$ cat config.mk
export PLATFORM = sky130hd
export DESIGN_NAME = sdram_bank_monitor
export DESIGN_NICKNAME = d
export VERILOG_FILES = /design/src/rtl/sbm_pkg.sv /design/src/rtl/sbm_cmd_decode.sv /design/src/rtl/sbm_bank_fsm.sv /design/src/rtl/sbm_rule_check.sv /design/src/rtl/sdram_bank_monitor.sv
export SDC_FILE = /design/constraint.sdc
export NUM_CORES = 1
export LEC_CHECK = 0
export BUFFER_PORTS_ARGS = -buffer_cell sky130_fd_sc_hd__buf_2
export CORE_UTILIZATION = 39
export CTS_CLUSTER_SIZE = 14
export DETAILED_ROUTE_END_ITERATION = 10
export MAX_ROUTING_LAYER = met4
export SLEW_MARGIN = 20
export SYNTH_ARGS = -nofsm -noshare
export SYNTH_HDL_FRONTEND = slang
export SYNTH_SLANG_ARGS = --single-unit
$ cat constraint.sdc
create_clock -name clk -period 3.3 [get_ports clk]
set_input_delay 0.495 -clock clk [delete_from_list [all_inputs] [get_ports clk]]
set_output_delay 0.495 -clock clk [all_outputs]
set_load 0.05 [all_outputs]
$ cat src/rtl/sbm_pkg.sv
package sbm_pkg;
  localparam int NB     = 2;
  localparam int BA_W   = 1;
  localparam int ST_W   = 3;
  localparam int CODE_W = BA_W + 3;

  typedef enum logic [3:0] {
    C_DESL, C_NOP, C_BST, C_READ, C_WRIT, C_ACT, C_PRE, C_REF, C_MRS
  } cmd_e;

  typedef enum logic [ST_W-1:0] {
    S_IDLE    = 3'd0,
    S_ACTIVE  = 3'd1,
    S_WREC    = 3'd2,
    S_WREC_AP = 3'd3,
    S_PRECHG  = 3'd4,
    S_REFRESH = 3'd5,
    S_MRSACC  = 3'd6
  } bstate_e;

  typedef enum logic [3:0] {
    A_NONE, A_OPEN, A_RD, A_RDA, A_WR, A_WRA, A_PRE, A_REF, A_MRS
  } bact_e;

  localparam logic [2:0] E_BUSY     = 3'd1;
  localparam logic [2:0] E_ROW_OPEN = 3'd2;
  localparam logic [2:0] E_NO_ROW   = 3'd3;
  localparam logic [2:0] E_TRCD     = 3'd4;
  localparam logic [2:0] E_TRAS     = 3'd5;
  localparam logic [2:0] E_TRRD     = 3'd6;
  localparam logic [2:0] E_NOT_IDLE = 3'd7;

  function automatic int imax(input int a, input int b);
    return (a > b) ? a : b;
  endfunction
endpackage

$ cat src/rtl/sbm_cmd_decode.sv
module sbm_cmd_decode
  import sbm_pkg::*;
(
  input  logic cs_n,
  input  logic ras_n,
  input  logic cas_n,
  input  logic we_n,
  output cmd_e cmd
);
  always_comb begin
    cmd = C_NOP;
    if (cs_n) begin
      cmd = C_DESL;
    end else begin
      case ({ras_n, cas_n, we_n})
        3'b111: cmd = C_NOP;
        3'b110: cmd = C_BST;
        3'b101: cmd = C_READ;
        3'b100: cmd = C_WRIT;
        3'b011: cmd = C_ACT;
        3'b010: cmd = C_PRE;
        3'b001: cmd = C_REF;
        default: cmd = C_MRS;
      endcase
    end
  end
endmodule

$ cat src/rtl/sbm_bank_fsm.sv
module sbm_bank_fsm
  import sbm_pkg::*;
#(
  parameter int T_DPL = 2,
  parameter int T_RP  = 2,
  parameter int T_RC  = 6,
  parameter int T_MRD = 2,
  parameter int T_RCD = 2,
  parameter int T_RAS = 5
) (
  input  logic    clk,
  input  logic    rst,
  input  bact_e   act,
  output bstate_e state,
  output logic    rcd_ok,
  output logic    ras_ok
);
  localparam int TMAX = imax(imax(T_DPL, T_RP), imax(T_RC, T_MRD));
  localparam int TW   = imax(1, $clog2(TMAX + 1));
  localparam int CMAX = imax(T_RCD, T_RAS);
  localparam int CW   = imax(1, $clog2(CMAX + 1));

  logic [TW-1:0] tmr;
  logic [CW-1:0] age;

  // cycles since this bank's last activate, saturating
  always_ff @(posedge clk) begin
    if (rst) begin
      age <= CW'(CMAX);
    end else if (act == A_OPEN) begin
      age <= CW'(1);
    end else if (age != CW'(CMAX)) begin
      age <= age + CW'(1);
    end
  end

  assign rcd_ok = (age >= CW'(T_RCD));
  assign ras_ok = (age >= CW'(T_RAS));

  always_ff @(posedge clk) begin
    if (rst) begin
      state <= S_IDLE;
      tmr   <= '0;
    end else begin
      case (act)
        A_OPEN: state <= S_ACTIVE;
        A_RD:   state <= S_ACTIVE;
        A_RDA:  begin state <= S_PRECHG;  tmr <= TW'(T_RP - 1);  end
        A_WR:   begin state <= S_WREC;    tmr <= TW'(T_DPL - 1); end
        A_WRA:  begin state <= S_WREC_AP; tmr <= TW'(T_DPL - 1); end
        A_PRE:  begin state <= S_PRECHG;  tmr <= TW'(T_RP - 1);  end
        A_REF:  begin state <= S_REFRESH; tmr <= TW'(T_RC - 1);  end
        A_MRS:  begin state <= S_MRSACC;  tmr <= TW'(T_MRD - 1); end
        default: begin
          case (state)
            S_WREC: begin
              if (tmr == '0) state <= S_ACTIVE;
              else           tmr <= tmr - TW'(1);
            end
            S_WREC_AP: begin
              if (tmr == '0) begin
                state <= S_PRECHG;
                tmr   <= TW'(T_RP - 1);
              end else begin
                tmr <= tmr - TW'(1);
              end
            end
            S_PRECHG, S_REFRESH, S_MRSACC: begin
              if (tmr == '0) state <= S_IDLE;
              else           tmr <= tmr - TW'(1);
            end
            default: ;
          endcase
        end
      endcase
    end
  end

  assert_wrec_exit_R3: assert property (@(posedge clk) disable iff (rst)
    state == S_WREC |=> (state == S_WREC || state == S_WREC_AP ||
                         state == S_ACTIVE || state == S_PRECHG));
  assert_wrecap_exit_R4: assert property (@(posedge clk) disable iff (rst)
    state == S_WREC_AP |=> (state == S_WREC_AP || state == S_PRECHG));
  assert_refresh_exit_R5: assert property (@(posedge clk) disable iff (rst)
    state == S_REFRESH |=> (state == S_REFRESH || state == S_IDLE));
  assert_mrs_exit_R6: assert property (@(posedge clk) disable iff (rst)
    state == S_MRSACC |=> (state == S_MRSACC || state == S_IDLE));
endmodule

$ cat src/rtl/sbm_rule_check.sv
module sbm_rule_check
  import sbm_pkg::*;
(
  input  cmd_e              cmd,
  input  logic [BA_W-1:0]   ba,
  input  logic              a10,
  input  bstate_e           st     [NB],
  input  logic              rcd_ok [NB],
  input  logic              ras_ok [NB],
  input  logic              rrd_ok,
  input  logic [BA_W-1:0]   last_ba,
  output bact_e             act    [NB],
  output logic              illegal,
  output logic [CODE_W-1:0] code
);
  logic [2:0]      rule;
  logic [BA_W-1:0] bsel;
  bstate_e         s;
  bact_e           col_act;

  always_comb begin
    for (int b = 0; b < NB; b++) act[b] = A_NONE;
    illegal = 1'b0;
    rule    = 3'd0;
    bsel    = ba;
    s       = st[ba];
    if (cmd == C_READ) col_act = a10 ? A_RDA : A_RD;
    else               col_act = a10 ? A_WRA : A_WR;

    case (cmd)
      C_BST: begin
        if (s == S_MRSACC) begin illegal = 1'b1; rule = E_BUSY; end
      end
      C_READ, C_WRIT: begin
        case (s)
          S_IDLE:   begin illegal = 1'b1; rule = E_NO_ROW; end
          S_ACTIVE: begin
            if (!rcd_ok[ba]) begin illegal = 1'b1; rule = E_TRCD; end
            else act[ba] = col_act;
          end
          S_WREC:   act[ba] = col_act;
          default:  begin illegal = 1'b1; rule = E_BUSY; end
        endcase
      end
      C_ACT: begin
        case (s)
          S_IDLE: begin
            if (ba != last_ba && !rrd_ok) begin illegal = 1'b1; rule = E_TRRD; end
            else act[ba] = A_OPEN;
          end
          S_ACTIVE: begin illegal = 1'b1; rule = E_ROW_OPEN; end
          default:  begin illegal = 1'b1; rule = E_BUSY; end
        endcase
      end
      C_PRE: begin
        for (int b = 0; b < NB; b++) begin
          if (!illegal && (a10 || BA_W'(b) == ba)) begin
            if (st[b] == S_ACTIVE && !ras_ok[b]) begin
              illegal = 1'b1; rule = E_TRAS; bsel = BA_W'(b);
            end else if (st[b] != S_ACTIVE && st[b] != S_IDLE) begin
              illegal = 1'b1; rule = E_BUSY; bsel = BA_W'(b);
            end
          end
        end
        if (!illegal) begin
          for (int b = 0; b < NB; b++)
            if ((a10 || BA_W'(b) == ba) && st[b] == S_ACTIVE) act[b] = A_PRE;
        end
      end
      C_REF, C_MRS: begin
        for (int b = 0; b < NB; b++) begin
          if (!illegal && st[b] != S_IDLE) begin
            illegal = 1'b1; rule = E_NOT_IDLE; bsel = BA_W'(b);
          end
        end
        if (!illegal) begin
          for (int b = 0; b < NB; b++) act[b] = (cmd == C_REF) ? A_REF : A_MRS;
        end
      end
      default: ;
    endcase
    code = {bsel, rule};
  end
endmodule

$ cat src/rtl/sdram_bank_monitor.sv
module sdram_bank_monitor
  import sbm_pkg::*;
#(
  parameter int T_DPL = 2,
  parameter int T_RP  = 2,
  parameter int T_RC  = 6,
  parameter int T_MRD = 2,
  parameter int T_RCD = 2,
  parameter int T_RAS = 5,
  parameter int T_RRD = 2
) (
  input  logic                 clk,
  input  logic                 rst,
  input  logic                 cke,
  input  logic                 cs_n,
  input  logic                 ras_n,
  input  logic                 cas_n,
  input  logic                 we_n,
  input  logic [BA_W-1:0]      ba,
  input  logic                 a10,
  output logic                 err_valid,
  output logic [CODE_W-1:0]    err_code,
  output logic [NB*ST_W-1:0]   bank_state
);
  localparam int RW = imax(1, $clog2(T_RRD + 1));

  logic              cke_q;
  cmd_e              cmd_raw, cmd;
  bstate_e           st     [NB];
  logic              rcd_ok [NB];
  logic              ras_ok [NB];
  bact_e             act    [NB];
  logic              illegal;
  logic [CODE_W-1:0] code;
  logic [RW-1:0]     rrd_cnt;
  logic [BA_W-1:0]   last_ba;
  logic              rrd_ok;
  logic              any_open;

  sbm_cmd_decode u_dec (
    .cs_n(cs_n), .ras_n(ras_n), .cas_n(cas_n), .we_n(we_n), .cmd(cmd_raw)
  );

  // clock enable low on the previous edge suspends command evaluation
  always_ff @(posedge clk) begin
    if (rst) cke_q <= 1'b1;
    else     cke_q <= cke;
  end
  assign cmd = cke_q ? cmd_raw : C_NOP;

  assign rrd_ok = (rrd_cnt >= RW'(T_RRD));

  sbm_rule_check u_rules (
    .cmd(cmd), .ba(ba), .a10(a10), .st(st), .rcd_ok(rcd_ok), .ras_ok(ras_ok),
    .rrd_ok(rrd_ok), .last_ba(last_ba), .act(act), .illegal(illegal), .code(code)
  );

  for (genvar g = 0; g < NB; g++) begin : g_bank
    sbm_bank_fsm #(
      .T_DPL(T_DPL), .T_RP(T_RP), .T_RC(T_RC), .T_MRD(T_MRD),
      .T_RCD(T_RCD), .T_RAS(T_RAS)
    ) u_bank (
      .clk(clk), .rst(rst), .act(act[g]),
      .state(st[g]), .rcd_ok(rcd_ok[g]), .ras_ok(ras_ok[g])
    );
    assign bank_state[g*ST_W +: ST_W] = st[g];
  end

  always_comb begin
    any_open = 1'b0;
    for (int b = 0; b < NB; b++) if (act[b] == A_OPEN) any_open = 1'b1;
  end

  always_ff @(posedge clk) begin
    if (rst) begin
      rrd_cnt <= RW'(T_RRD);
      last_ba <= '0;
    end else if (any_open) begin
      rrd_cnt <= RW'(1);
      last_ba <= ba;
    end else if (rrd_cnt != RW'(T_RRD)) begin
      rrd_cnt <= rrd_cnt + RW'(1);
    end
  end

  always_ff @(posedge clk) begin
    if (rst) begin
      err_valid <= 1'b0;
      err_code  <= '0;
    end else begin
      err_valid <= illegal;
      if (illegal) err_code <= code;
    end
  end

  assert_err_has_rule_R12: assert property (@(posedge clk) disable iff (rst)
    err_valid |-> err_code[2:0] != 3'd0);
  assert_err_needs_select_R1: assert property (@(posedge clk) disable iff (rst)
    err_valid |-> $past(!cs_n));
  assert_cke_gate_R7: assert property (@(posedge clk) disable iff (rst)
    !cke_q |=> !err_valid);
  assert_rrd_spacing_R9: assert property (@(posedge clk) disable iff (rst)
    (any_open && ba != last_ba) |-> rrd_ok);
endmodule

After elaboration in Yosys (flattened, before gate mapping) --
Cells that the tools add are included.
Storage, ports and cells: input bits 9, register bits after elaboration 27, output and inout bits 11, logic and storage cells 227
Operators by class: equality and inequality tests 59, bitwise logic cells 5, reductions and logical operators 47, add/subtract/negate cells 5, $lt $le $gt $ge 7, muxes and demuxes 91
Operators by type and width (count):
- $mux 3 | 28
- $eq 4x3->1 const B | 12
- $pmux 3 s3 | 5
- $pmux 3 s6 | 2
- $eq 3x3->1 const B | 11
- $mux 1 | 33
- $mux 8 | 4
- $ne 8x3->1 const B | 4
- $pmux 8 s4 | 1
- $pmux 4 s7 | 1
- $eq 4x2->1 const B | 6
- $eq 3x2->1 const B | 7
- $mux 4 | 5
- $pmux 3 s2 | 3
- $reduce_bool 9->1 | 2
- $ne 8x7->1 const B | 2
- $pmux 8 s2 | 1
- $reduce_or 2->1 | 8
- $pmux 3 s5 | 1
- $eq 3x1->1 const B | 4
- $eq 4x4->1 const B | 3
- $logic_and 1x1->1 | 10
- $reduce_or 5->1 | 2
- $logic_not 3->1 | 3
- other kinds (30) | 56

Depth between registers and ports, before layout --
Gate-level depths: netlist of the first run.
word-level depth 17, depth in mapped cells 9, depth with buffers taken out 9

By module --
Synthesis of the first run repeated with hierarchy kept, for this count alone.
Unflattened totals: cells, all modules 323, area, all modules 2603.7 um^2
Modules (own cells, without submodules):
- sbm_bank_fsm (g_bank[1].u_bank) | seq. area each 180.2 um^2, instances 1, cells an instance 94, area each 774.5 um^2
- sbm_bank_fsm (g_bank[0].u_bank) | seq. area each 180.2 um^2, instances 1, cells an instance 93, area each 749.5 um^2
- sbm_rule_check | seq. area each 0.0 um^2, instances 1, cells an instance 90, area each 641.9 um^2
- sdram_bank_monitor | seq. area each 180.2 um^2, instances 1, cells an instance 39, area each 390.4 um^2
- sbm_cmd_decode | seq. area each 0.0 um^2, instances 1, cells an instance 7, area each 47.5 um^2

Least setup slack after synthesis of the first run --
OpenSTA, ideal clock, no wires.
path kind flip-flop to flip-flop, from register g_bank[0].u_bank.state[0], to register g_bank[1].u_bank.tmr[2], data required time 3179 ps, slack 828 ps, clock period less this slack 2472 ps, cell stages (with the launch flop) 9, setup time 121 ps, data arrival time 2351 ps, cells stage by stage dfxtp_1 > buf_4 > nor4b_2 > o211ai_2 > a21oi_2 > a21o_1 > a31oi_2 > nor2_1 > mux2_4
Between the ends: word-level cells in the longest chain between the ends 16, elaborated cells between the ends (all ways) 47, those cells by class eq/ne: 13; mux: 21; bitwise: 1; reduce/logical: 12
Ends and longest elaborated chain:
- start: declaration | line sbm_bank_fsm.sv:14 | output bstate_e state,
- start signal: assignment | line sbm_bank_fsm.sv:42 | state <= S_IDLE;
- start signal: assignment | line sbm_bank_fsm.sv:46 | A_OPEN: state <= S_ACTIVE;
- start signal: assignment | line sbm_bank_fsm.sv:47 | A_RD: state <= S_ACTIVE;
- $ne 3x1->1 or $reduce_bool 3->1 (tied branches) | line sbm_rule_check.sv:60, sbm_rule_check.sv:72
- $logic_and 1x1->1 | line sbm_rule_check.sv:60 | end else if (st[b] != S_ACTIVE && st[b] != S_IDLE) begin
- $mux 1 | line sbm_rule_check.sv:60
- $mux 1 | line sbm_rule_check.sv:58 | if (st[b] == S_ACTIVE && !ras_ok[b]) begin
- $mux 1 | line sbm_rule_check.sv:57 | if (!illegal && (a10 || BA_W'(b) == ba)) begin
- $mux 1 | line sbm_rule_check.sv:30 | case (cmd)
- $mux 1 or $logic_not 1->1 (tied branches) | line sbm_rule_check.sv:60, sbm_rule_check.sv:57
- $mux 1 or $logic_and 1x1->1 (tied branches) | line sbm_rule_check.sv:58, sbm_rule_check.sv:57
- $mux 1 | line sbm_rule_check.sv:57
- $mux 1 | line sbm_rule_check.sv:30
- $mux 8 | line sbm_rule_check.sv:65 | if (!illegal) begin
- $pmux 8 s4 * | line sbm_rule_check.sv:30
- $eq 4x2->1 (tied with other cells) | line sbm_bank_fsm.sv:45 | case (act)
- $reduce_or 5->1 (no source line) or $reduce_or 2->1 (tied branches)
- $ne 4x4->1 (no source line) (tied with other cells)
- $reduce_and 3->1 (no source line)
- end signal: assignment | line sbm_bank_fsm.sv:58 | else tmr <= tmr - TW'(1);
- end signal: assignment | line sbm_bank_fsm.sv:63 | tmr <= TW'(T_RP - 1);
- end signal: assignment | line sbm_bank_fsm.sv:65 | tmr <= tmr - TW'(1);
- end: declaration | line sbm_bank_fsm.sv:23 | logic [TW-1:0] tmr;
Every way passes the cells marked *; elsewhere a longest branch is shown, timed or not. The select of a mux whose other input is x is not followed. A chain may end at the register's enable or synchronous reset.

Worst setup path after layout of the first run --
from register g_bank[1].u_bank.state[0], to register g_bank[1].u_bank.tmr[2]
Between the ends: word-level cells in the longest chain between the ends 12, elaborated cells between the ends (all ways) 47, those cells by class eq/ne: 18; mux: 17; bitwise: 1; reduce/logical: 11
Ends and longest elaborated chain (line):
- start: declaration | sbm_bank_fsm.sv:14
- start signal: assignment | sbm_bank_fsm.sv:42
- start signal: assignment | sbm_bank_fsm.sv:46
- start signal: assignment | sbm_bank_fsm.sv:47
- $ne 3x1->1 or $reduce_bool 3->1 (tied branches) | sbm_rule_check.sv:60, sbm_rule_check.sv:72
- $logic_and 1x1->1 | sbm_rule_check.sv:60
- $mux 1 | sbm_rule_check.sv:60
- $mux 1 | sbm_rule_check.sv:58
- $mux 1 | sbm_rule_check.sv:57
- $mux 1 | sbm_rule_check.sv:30
- $mux 8 | sbm_rule_check.sv:65
- $pmux 8 s4 | sbm_rule_check.sv:30
- $eq 4x2->1 (tied with other cells) | sbm_bank_fsm.sv:45
- $reduce_or 5->1 (no source line) or $reduce_or 2->1 (tied branches)
- $ne 4x4->1 (no source line) (tied with other cells)
- $reduce_and 3->1 (no source line)
Several ways; a longest one is shown, not always the timed one. The select of a mux whose other input is x is not followed.

==> run metrics, run 1 <==
run status finished, final reports clean; number of remaining DRC errors 0; via/cell ratio 5.785; post-cts sizing count 0; Tot GR Track Use 20.46%; H-tree levels 1; PwrDens 461.1 nW/um2; total die area 6030 um2; fin. max-slew vios 0; R2R setup slack 0.75 ns; Mapped Area 2232 um2; die width 77.66 um; TritonCTS buffer count 3; Setup TNS Final 0 ns; Peak Freq 391.5 MHz; Hold Buf Count CTS 0; area grow syn2layout 7.848%; period utilization 77.40%; filler instances 559; maximum clock path buffer count 2; Syn Area/Cell 8.001 um2; hold crit path type primary input to flop; Worst Path Required 3.48 ns; grt total ovfl 0; final hold vios 0; largest cells by area after synthesis dfxtp_1 (24%), ha_1 (6.7%), nand2_1 (4.7%); antenna violations before repair 0; first-pass GRT wire length 9666 um; initial detailed-routing violation count 185; share of the synthesized area in the top cell type 24.22%; RePlAce Congestion 0.8947; dpl hpwl 4153 um; Final Instance Count excl. Fillers 362; data arrival time of the critical path 2.74 ns; Seq/Total Area, Yosys 24.22%; Setup WS pre-CTS 0.4793 ns; Post-DP Area 2361 um2; # IOs 20; share of synthesized registers carrying an async set or reset 0%; multi-input logic area 1549 um2; max cap viols 0; port bufs 19; final setup fails 0; Worst Setup Slack, final 0.7459 ns; Syn Inst Count 279; postcts setup bufs 0; Netlist cell types 68; clock skew 0.007292 ns; Setup CP Type flop to flop; worst rel slew slack 60.76%; nets 312; CTS Sinks 27; die span in y 77.66 um; share of cells above drive strength 1 16.90%; Initial Util 40.54%; Slowest cell on crit path dfxtp_1; LEAKAGE 0.9797 nW; Routed Antenna Nets 0; Vias 2,094; Post-Syn Nets 300; flip-flop and latch area 540.5 um2; row cnt 27; pin slew with the least headroom to its limit 0.5878 ns; fin util 43.72%; Final Total Pwr 1.110 mW; EDFF count, synth 0; Pre-Repair DR Iteration Count 4; DRT Wirelength 5521 um; CP endpoint kind flop; largest net degree at the start of global routing 31; Max VDD drop 0.1922 mV; WHS 0.3890 ns; Largest stage delay, worst path 0.68 ns; Synth Warn # 0; clk_lat worst skew 0.28 ns; vias in the first global route 2,068; Yosys reg bits 27; ys flop type dfxtp_1; Placed Cells incl. Taps 358; TritonCTS clock tree yes; WL per Instance 15.25 um; Synth area leader dfxtp_1; core area 5507 um2; crit-path max FO 12; RSZ-0062 raised after global routing no; ANT cells 0; Tmin final 2.554 ns; startpoint type of the worst setup path flop; fin area 2407 um2; Root Driver clkbuf_8; CP Cell Sequence and3b_1 > o21ai_1 > a21oi_2 > a221oi_2 > a31oi_2 > nor2_1 > mux2_4; Clock transition at path regs 0.11 ns
[registers in the layout (all words and copies together), names as in the netlist]
signal	flops
err_valid	1
last_ba	1
g_bank.u_bank.tmr	6
cke_q	1
err_code	4
g_bank.u_bank.state	6
rrd_cnt	2
g_bank.u_bank.age	6
[where the power goes]
group	total, mW	switching (mW)	internal [mW]
Sequential	0.456	0.0752	0.380
Clock	0.203	0.118	0.0851
Combinational	0.451	0.260	0.191
[worst max-delay path, delay by kind of cell (launching register included)]
kind | cells | cell delay (ns)
DFF | 1 | 0.68
and+or+nand+nor | 2 | 0.46
muxes | 1 | 0.31
AOI/OAI and AO/OA | 4 | 0.99
[area by class of cell]
cell class / count / area share, %
Inverter: 17 / 2.651
Clock buffer: 3 / 1.715
Multi-Input combinational cell: 220 / 64.35
Sequential cell: 27 / 22.45
Timing Repair Buffer: 22 / 4.886
Clock inverter: 1 / 0.2079
Tap cell: 72 / 3.742
[per-layer routing]
| layer | GRT usage [%] | wire (um) | up-vias |
|---|---|---|---|
| li1 | - | - | 1045 |
| met3 | 2.706 | 265 | 10 |
| met2 | 34.51 | 2654 | 60 |
| met1 | 25.28 | 2504 | 979 |
| met4 | 6.226 | 97 | 0 |
| met5 | - | 0 | - |
[synthesized netlist by cell type, drive strengths merged (4+ instances only)]
library cell,count
a221oi,4
a21o,6
buf,5
nor2,26
mux2i,8
dfxtp,27
xnor2,4
clkbuf,10
nor3b,6
a211oi,4
inv,17
a31oi,8
nand3,5
ha,12
nor4b,5
nand2b,5
o21ai,12
or2,6
a21oi,21
nor3,9
nand2,28
[kinds of logic after synthesis]
kind of cell / synth area share [%]
AO/OA/AOI/OAI: 27.58
XOR/XNOR: 2.354
multiplexers: 4.764
buffers and inverters: 6.390
adder cells (fa/ha/maj): 6.726
AND/OR/NAND/NOR: 27.97
flip-flops: 24.22
[final timing paths]
path | cells after the start | to | from
setup / recovery | 7 | g_bank[1].u_bank.tmr[2] | g_bank[1].u_bank.state[0]
hold / removal | 2 | cke_q | cke
setup reg to reg | 7 | g_bank[1].u_bank.tmr[2] | g_bank[1].u_bank.state[0]
hold reg to reg | 2 | err_code[0] | err_code[0]
[placed cells by master, fill, tap and decap left out, types with 2 or more instances in the layout]
| cell type | n |
|---|---|
| nand2b_1 | 5 |
| nor3_1 | 8 |
| or4_1 | 2 |
| inv_1 | 17 |
| ha_1 | 12 |
| a21boi_1 | 2 |
| xor2_1 | 2 |
| nor4b_1 | 2 |
| nor4b_2 | 2 |
| a21oi_1 | 19 |
| clkbuf_8 | 3 |
| o31ai_1 | 2 |
| buf_4 | 3 |
| or3_1 | 2 |
| o21ai_1 | 2 |
| nand3_1 | 5 |
| o21a_1 | 2 |
| nor4_1 | 2 |
| buf_2 | 19 |
| o2111ai_1 | 3 |
| o211ai_1 | 2 |
| and3_1 | 2 |
| a21o_1 | 6 |
| nor2_1 | 26 |
| nor3b_1 | 6 |
| nand2_1 | 28 |
| or2_2 | 5 |
| a221oi_1 | 3 |
| mux2i_1 | 8 |
| dfxtp_1 | 27 |
| nand4_1 | 2 |
| nand3b_1 | 3 |
| a211oi_1 | 3 |
| o211a_1 | 2 |
| a31oi_1 | 7 |
| xnor2_1 | 4 |
| o21ai_0 | 10 |
(Power assumes the default switching activity.)
==> inputs of run 2 (changes only) <==
clock period = 2.31 ns   (was 3.3 ns; I/O delays follow)
==> run 2 against run 1 <==
  * Clock power rose by 52%
  * First-iteration DRC count down 2.2%
  * Critical path type unchanged
  * Combinational power grew 78%
  * Worst hold slack got worse by 0.15 ns
  * Die area is the same
  * Power up 58%
  * Global-route usage is 0.87 points higher
  * Critical endpoint unchanged
  * The flow now finishes with violations (negative setup slack)
  * Flip-flop and latch count stayed put
  * Sequential share of layout area is 2.8 points lower
  * Sequential power rose by 40%
  * Cell count rose by 11%
  * Largest cell class unchanged
  * Design area grew 16%
==> run metrics, run 2 (synthesis results as in run 1) <==
period utilization 100.3% (was 77.40%); via/cell ratio 5.536 (was 5.785); dpl hpwl 4609 um (was 4153 um); Worst Setup Slack, final -0.007680 ns (was 0.7459 ns); share of cells above drive strength 1 33.43% (was 16.90%); TritonCTS clock tree yes (unchanged); core area 5507 um2 (unchanged); Initial Util 40.54% (unchanged); max cap viols 0 (unchanged); first-pass GRT wire length 9942 um (was 9666 um); Hold Buf Count CTS 0 (unchanged); hold crit path type primary input to flop (unchanged); number of remaining DRC errors 0 (unchanged); row cnt 27 (unchanged); run status complete, but fails checks (was finished, final reports clean); die width 77.66 um (unchanged); ANT cells 0 (unchanged); Setup CP Type flop to flop (unchanged); Worst Path Required 2.55 ns (was 3.48 ns); pin slew with the least headroom to its limit 0.5968 ns (was 0.5878 ns); area grow syn2layout 25.34% (was 7.848%); # IOs 20 (unchanged); fin. max-slew vios 0 (unchanged); LEAKAGE 1.186 nW (was 0.9797 nW); antenna violations before repair 0 (unchanged); Vias 2,220 (was 2,094); data arrival time of the critical path 2.56 ns (was 2.74 ns); most frequent cells in the layout buf_4 (42), nand2_1 (28), nor2_1 (24), dfxtp_1 (19), buf_2 (19) (was nand2_1 (28), dfxtp_1 (27), nor2_1 (26), a21oi_1 (19), buf_2 (19)); fin area 2798 um2 (was 2407 um2); CP endpoint kind flop (unchanged); final setup fails 1 (was 0); Setup WS pre-CTS -0.03259 ns (was 0.4793 ns); vias in the first global route 2,100 (was 2,068); final hold vios 0 (unchanged); Clock transition at path regs 0.12 ns (was 0.11 ns); Post-DP Area 2629 um2 (was 2361 um2); nets 351 (was 312); initial detailed-routing violation count 181 (was 185); Max VDD drop 0.2620 mV (was 0.1922 mV); H-tree levels 1 (unchanged); clk_lat worst skew 0.29 ns (was 0.28 ns); PwrDens 625.6 nW/um2 (was 461.1 nW/um2); CTS Sinks 27 (unchanged); clock skew 0.003045 ns (was 0.007292 ns); Setup TNS Final -0.007680 ns (was 0 ns); die span in y 77.66 um (unchanged); Tot GR Track Use 21.33% (was 20.46%); Root Driver clkbuf_8 (unchanged); WL per Instance 15.14 um (was 15.25 um); largest net degree at the start of global routing 31 (unchanged); worst rel slew slack 60.21% (was 60.76%); Peak Freq 431.5 MHz (was 391.5 MHz); Final Total Pwr 1.750 mW (was 1.110 mW); port bufs 19 (unchanged); Tmin final 2.318 ns (was 2.554 ns); grt total ovfl 0 (unchanged); RePlAce Congestion 0.9477 (was 0.8947); largest registers g_bank.u_bank.age (6), g_bank.u_bank.state (6), g_bank.u_bank.tmr (6) (unchanged); RSZ-0062 raised after global routing yes (was no); startpoint type of the worst setup path flop (unchanged); failing checks negative setup slack; Final Instance Count excl. Fillers 401 (was 362); Pre-Repair DR Iteration Count 4 (unchanged); crit-path max FO 5 (was 12); DRT Wirelength 6071 um (was 5521 um); commonest non-fill, non-tap cell in the layout buf_4 (was nand2_1); total die area 6030 um2 (unchanged); Placed Cells incl. Taps 393 (was 358); TritonCTS buffer count 3 (unchanged); Routed Antenna Nets 0 (unchanged); maximum clock path buffer count 2 (unchanged)
run 2: path summary, 6_finish.rpt:
path | to | depth (start not counted) | start | slack (ns)
worst max-delay path | g_bank[1].u_bank.tmr[2] | 9 | g_bank[0].u_bank.age[0] | -0.008
worst min-delay path | cke_q | 2 | cke | 0.23
worst max register to register | g_bank[1].u_bank.tmr[2] | 9 | g_bank[0].u_bank.age[0] | -0.008
worst min register to register | err_code[0] | 2 | err_code[0] | 0.46
run 2: critical path, cell delays in order (launching register included):
cell	delay (ns)
dfxtp_2	0.34
buf_4	0.14
ha_2	0.17
or4b_1	0.46
o211ai_1	0.14
nand2_1	0.13
a21o_4	0.25
or3_4	0.37
a21oi_2	0.12
mux2_4	0.15
run 2: final cells by class:
cell class | count | area [um2]
clock buffers | 3 | 41.29
clock inverters | 1 | 7.507
fillers | 529 | 2709
inverters | 17 | 63.81
multi-input cells | 220 | 1634
flip-flops and latches | 27 | 550.5
well taps | 72 | 90.09
repair buffers | 61 | 410.4
run 2: repair_timing:
| item | in CTS | in global routing |
|---|---|---|
| buffers inserted | 3 | 1 |
| pin swaps | 5 | 8 |
| resized for setup | 2 | 19 |
| setup endpoints to repair | 1 | 10 |
run 2: through the flow:
step / util (%) / hold WS (ns)
after floorplan: - / 0.4488
after global placement: 47.74 / 0.4433
after detailed placement: 47.74 / 0.4482
after CTS: 49.10 / 0.2361
after global routing: 50.81 / 0.2451
final: 50.81 / 0.2342
run 2: power breakdown:
| group | switching [mW] | internal [mW] |
|---|---|---|
| registers | 0.0900 | 0.550 |
| clock network | 0.186 | 0.123 |
| logic | 0.430 | 0.371 |
| total | 0.706 | 1.04 |
run 2: metal layers:
| layer | up-vias | wire [um] | global-route usage (%) |
|---|---|---|---|
| met5 | - | 0 | - |
| met4 | 0 | 98 | 6.981 |
| met3 | 8 | 213 | 2.471 |
| met2 | 41 | 2895 | 33.98 |
| met1 | 1047 | 2864 | 27.99 |
| li1 | 1124 | - | - |
==> inputs of run 3 (changes only) <==
SYNTH_HIERARCHICAL = 1   (was default)
==> run 3 against run 2 <==
  * The run still ends with negative setup slack left
  * Clock-buffer cell count rose by 1
  * Setup slack got worse by 0.42 ns
  * Non-clock buffer count rose by 53
  * First-iteration DRC count fell by 14%
  * Flip-flop and latch count did not move
  * Worst hold slack improved by 0.0093 ns
  * Critical path type is now primary input to flop
==> run metrics, run 3 <==
Worst Setup Slack, final -0.4322 ns (was -0.007680 ns); Root Driver clkbuf_8 (unchanged); XOR/XNOR share of the synthesized area 3.027% (was 2.354%); first-pass GRT wire length 12,140 um (was 9942 um); most frequent cells in the layout buf_4 (88), nor2_1 (22), a21oi_1 (18), buf_2 (18), dfxtp_1 (18) (was buf_4 (42), nand2_1 (28), nor2_1 (24), dfxtp_1 (19), buf_2 (19)); H-tree levels 1 (unchanged); Synth top cells by count dfxtp_1 (27), nor2_1 (27), a21oi_1 (23) (was nand2_1 (28), dfxtp_1 (27), nor2_1 (26)); Post-DP Area 3337 um2 (was 2629 um2); Netlist cell types 81 (was 68); Syn Area/Cell 8.061 um2 (was 8.001 um2); ANT cells 0 (unchanged); share of synthesized registers carrying an async set or reset 0% (unchanged); core area 6386 um2 (was 5507 um2); share of cells above drive strength 1 47.88% (was 33.43%); CTS Sinks 27 (unchanged); largest registers g_bank.u_bank/age (6), g_bank.u_bank/state (6), g_bank.u_bank/tmr (6) (was g_bank.u_bank.age (6), g_bank.u_bank.state (6), g_bank.u_bank.tmr (6)); share of the synthesized area in the top cell type 20.76% (was 24.22%); grt peak-use layer met2 (unchanged); crit-path max FO 5 (unchanged); largest net degree at the start of global routing 29 (was 31); nets 444 (was 351); adder-cell share of the synthesized area 5.190% (was 6.726%); r2r endpoint g_bank[0].u_bank/tmr[0] (was g_bank[1].u_bank.tmr[2]); WL per Instance 14.82 um (was 15.14 um); Routed Antenna Nets 0 (unchanged); worst min-delay path startpoint cke (unchanged); Syn Inst Count 323 (was 279); # IOs 20 (unchanged); GR Util met2 35.92% (was 33.98%); Peak Freq 364.7 MHz (was 431.5 MHz); commonest non-fill, non-tap cell in the layout buf_4 (unchanged); RePlAce Congestion 0.9463 (was 0.9477); Max VDD drop 0.4394 mV (was 0.2620 mV); fin. max-slew vios 0 (unchanged); WHS 0.2435 ns (was 0.2342 ns); grt met1 use 26.67% (was 27.99%); final setup fails 21 (was 1); Synth area leader dfxtp_1 (unchanged); port bufs 19 (unchanged); Post-Synth Simple-Gate Area 33.83% (was 27.97%); worst rel slew slack 62.90% (was 60.21%); Setup CP Type primary input to flop (was flop to flop); failing checks negative setup slack (unchanged); maximum clock path buffer count 2 (unchanged); mux cell area share after synthesis 3.892% (was 4.765%); fin area 3804 um2 (was 2798 um2); vias in the first global route 2,676 (was 2,100); dpl hpwl 5377 um (was 4609 um); Pre-Repair DR Iteration Count 4 (unchanged); via/cell ratio 5.597 (was 5.536); number of remaining DRC errors 0 (unchanged); clock skew 0.002539 ns (was 0.003045 ns); largest cells by area after synthesis dfxtp_1 (21%), ha_1 (4.8%), a21oi_1 (4.4%) (was dfxtp_1 (24%), ha_1 (6.7%), nand2_1 (4.7%)); area grow syn2layout 46.08% (was 25.34%); TritonCTS clock tree yes (unchanged); Hold Path Sink cke_q (unchanged); Clock transition at path regs 0.10 ns (was 0.12 ns); Mapped Area 2604 um2 (was 2232 um2); period utilization 118.7% (was 100.3%); pin slew with the least headroom to its limit 0.5564 ns (was 0.5968 ns); CP endpoint kind flop (unchanged); Tot GR Track Use 21.59% (was 21.33%); Compound-Gate Fraction of Synth Area 26.81% (was 27.58%); Tmin final 2.742 ns (was 2.318 ns); final hold vios 0 (unchanged); R2R setup slack -0.43 ns (was -0.008 ns); Worst Path Required 2.52 ns (was 2.55 ns); EDFF count, synth 0 (unchanged); row cnt 29 (was 27); WHS Path Cells 2 (unchanged); main combinational cell family by area after synthesis simple AND/OR/NAND/NOR gates (unchanged); data arrival time of the critical path 2.95 ns (was 2.56 ns); startpoint type of the worst setup path primary input (was flop); R2R depth 11 (was 9); grt total ovfl 0 (unchanged); antenna violations before repair 0 (unchanged); PwrDens 686.2 nW/um2 (was 625.6 nW/um2); worst r2r src g_bank[0].u_bank/age[1] (was g_bank[0].u_bank.age[0]); LEAKAGE 1.584 nW (was 1.186 nW); TritonCTS buffer count 3 (unchanged); Final Total Pwr 2.610 mW (was 1.750 mW); max cap viols 0 (unchanged); Vias 2,804 (was 2,220); clk_lat worst skew 0.28 ns (was 0.29 ns); ys flop type dfxtp_1 (unchanged); run status complete, but fails checks (unchanged); Yosys reg bits 27 (unchanged); routing usage on met3 2.077% (was 2.471%); die span in y 83.71 um (was 77.66 um); initial detailed-routing violation count 156 (was 181); DRT Wirelength 7423 um (was 6071 um); Post-Syn Nets 342 (was 300); Seq/Total Area, Yosys 20.76% (was 24.22%); total die area 7007 um2 (was 6030 um2); Initial Util 40.77% (was 40.54%); Synth Warn # 6 (was 0); die width 83.71 um (was 77.66 um); hold crit path type primary input to flop (unchanged); RSZ-0062 raised after global routing yes (unchanged)
run 3: cell types whose count changed in the layout (fill, tap and decap cells not counted), sizes merged, moves of 4 or more:
cell | before | now
o211ai | 3 | 7
and2 | 1 | 7
nand2b | 5 | 14
or3 | 2 | 6
nand3 | 5 | 12
nand2 | 28 | 17
a31oi | 8 | 3
nor2b | 1 | 6
buf | 61 | 114
run 3: cells by family (layout without fill, tap and decap cells):
| family | after synthesis | count (layout) |
|---|---|---|
| buffers and inverters | 32 | 133 |
| DFF | 27 | 27 |
| xor gates and xnor gates | 9 | 9 |
| muxes | 10 | 10 |
| and+or+nand+nor | 142 | 142 |
| AOI/OAI and AO/OA | 92 | 92 |
| adders and majority gates | 11 | 11 |
run 3: final cells by class:
type	instances	area, um2
Sequential cell	27	561.8
Multi-Input combinational cell	264	2200
Inverter	15	56.30
Fill cell	568	2582
Tap cell	77	96.34
Clock buffer	4	45.04
Timing Repair Buffer	114	844.6
run 3: timing repair:
| action | CTS | global route |
|---|---|---|
| gates cloned | 1 | 0 |
| hold buffers | 0 | 0 |
| pin swaps | 18 | 18 |
| endpoints found under the setup margin | 25 | 25 |
| setup buffers | 11 | 4 |
| gates resized for setup | 41 | 29 |
run 3: critical path, stage by stage:
cell,delay [ns]
buf_8,0.10
o21a_1,0.18
nor3_2,0.10
and2_4,0.18
or4b_4,0.49
nand2_2,0.09
o211ai_1,0.13
buf_4,0.17
o221ai_4,0.24
nor2_2,0.07
or2_1,0.24
a21o_4,0.22
or2_1,0.21
a211oi_2,0.16
run 3: worst max-delay path by stage:
stage / depth (start not counted) / endpoint / start / slack, ns
floorplan: 11 / g_bank[1].u_bank/tmr[1] / g_bank[1].u_bank/state[2] / -0.52
global placement: 13 / g_bank[1].u_bank/tmr[1] / we_n / -0.63
detailed placement: 13 / g_bank[1].u_bank/tmr[1] / we_n / -0.67
CTS: 12 / g_bank[0].u_bank/tmr[0] / g_bank[0].u_bank/age[0] / -0.49
global route: 12 / g_bank[0].u_bank/tmr[0] / g_bank[0].u_bank/age[0] / -0.59
finish: 14 / g_bank[1].u_bank/tmr[1] / we_n / -0.43
run 3: per-layer routing:
| metal | part of all wire [%] | vias to the layer above |
|---|---|---|
| met5 | 0 | - |
| met4 | 3.3 | 0 |
| met3 | 3.1 | 19 |
| met2 | 48 | 60 |
| met1 | 46 | 1329 |
| li1 | - | 1396 |
run 3: where the power goes:
group | total, mW | leakage [nW] | switching [mW] | internal, mW
Clock | 0.287 | 0.0228 | 0.163 | 0.124
Combinational | 1.68 | 1.34 | 0.839 | 0.845
Sequential | 0.639 | 0.224 | 0.0711 | 0.568
run 3: through the flow:
| step | util (%) | setup slack (ns) | instances | TNS [ns] |
|---|---|---|---|---|
| after floorplan | - | -0.5169 | 323 | -4.957 |
| after global placement | 52.25 | -0.6281 | 483 | -12.18 |
| after detailed placement | 52.25 | -0.6658 | 483 | -12.77 |
| after CTS | 57.29 | -0.4902 | 498 | -6.202 |
| after global routing | 59.56 | -0.5867 | 501 | -8.956 |
| final | 59.56 | -0.4322 | 501 | -5.551 |
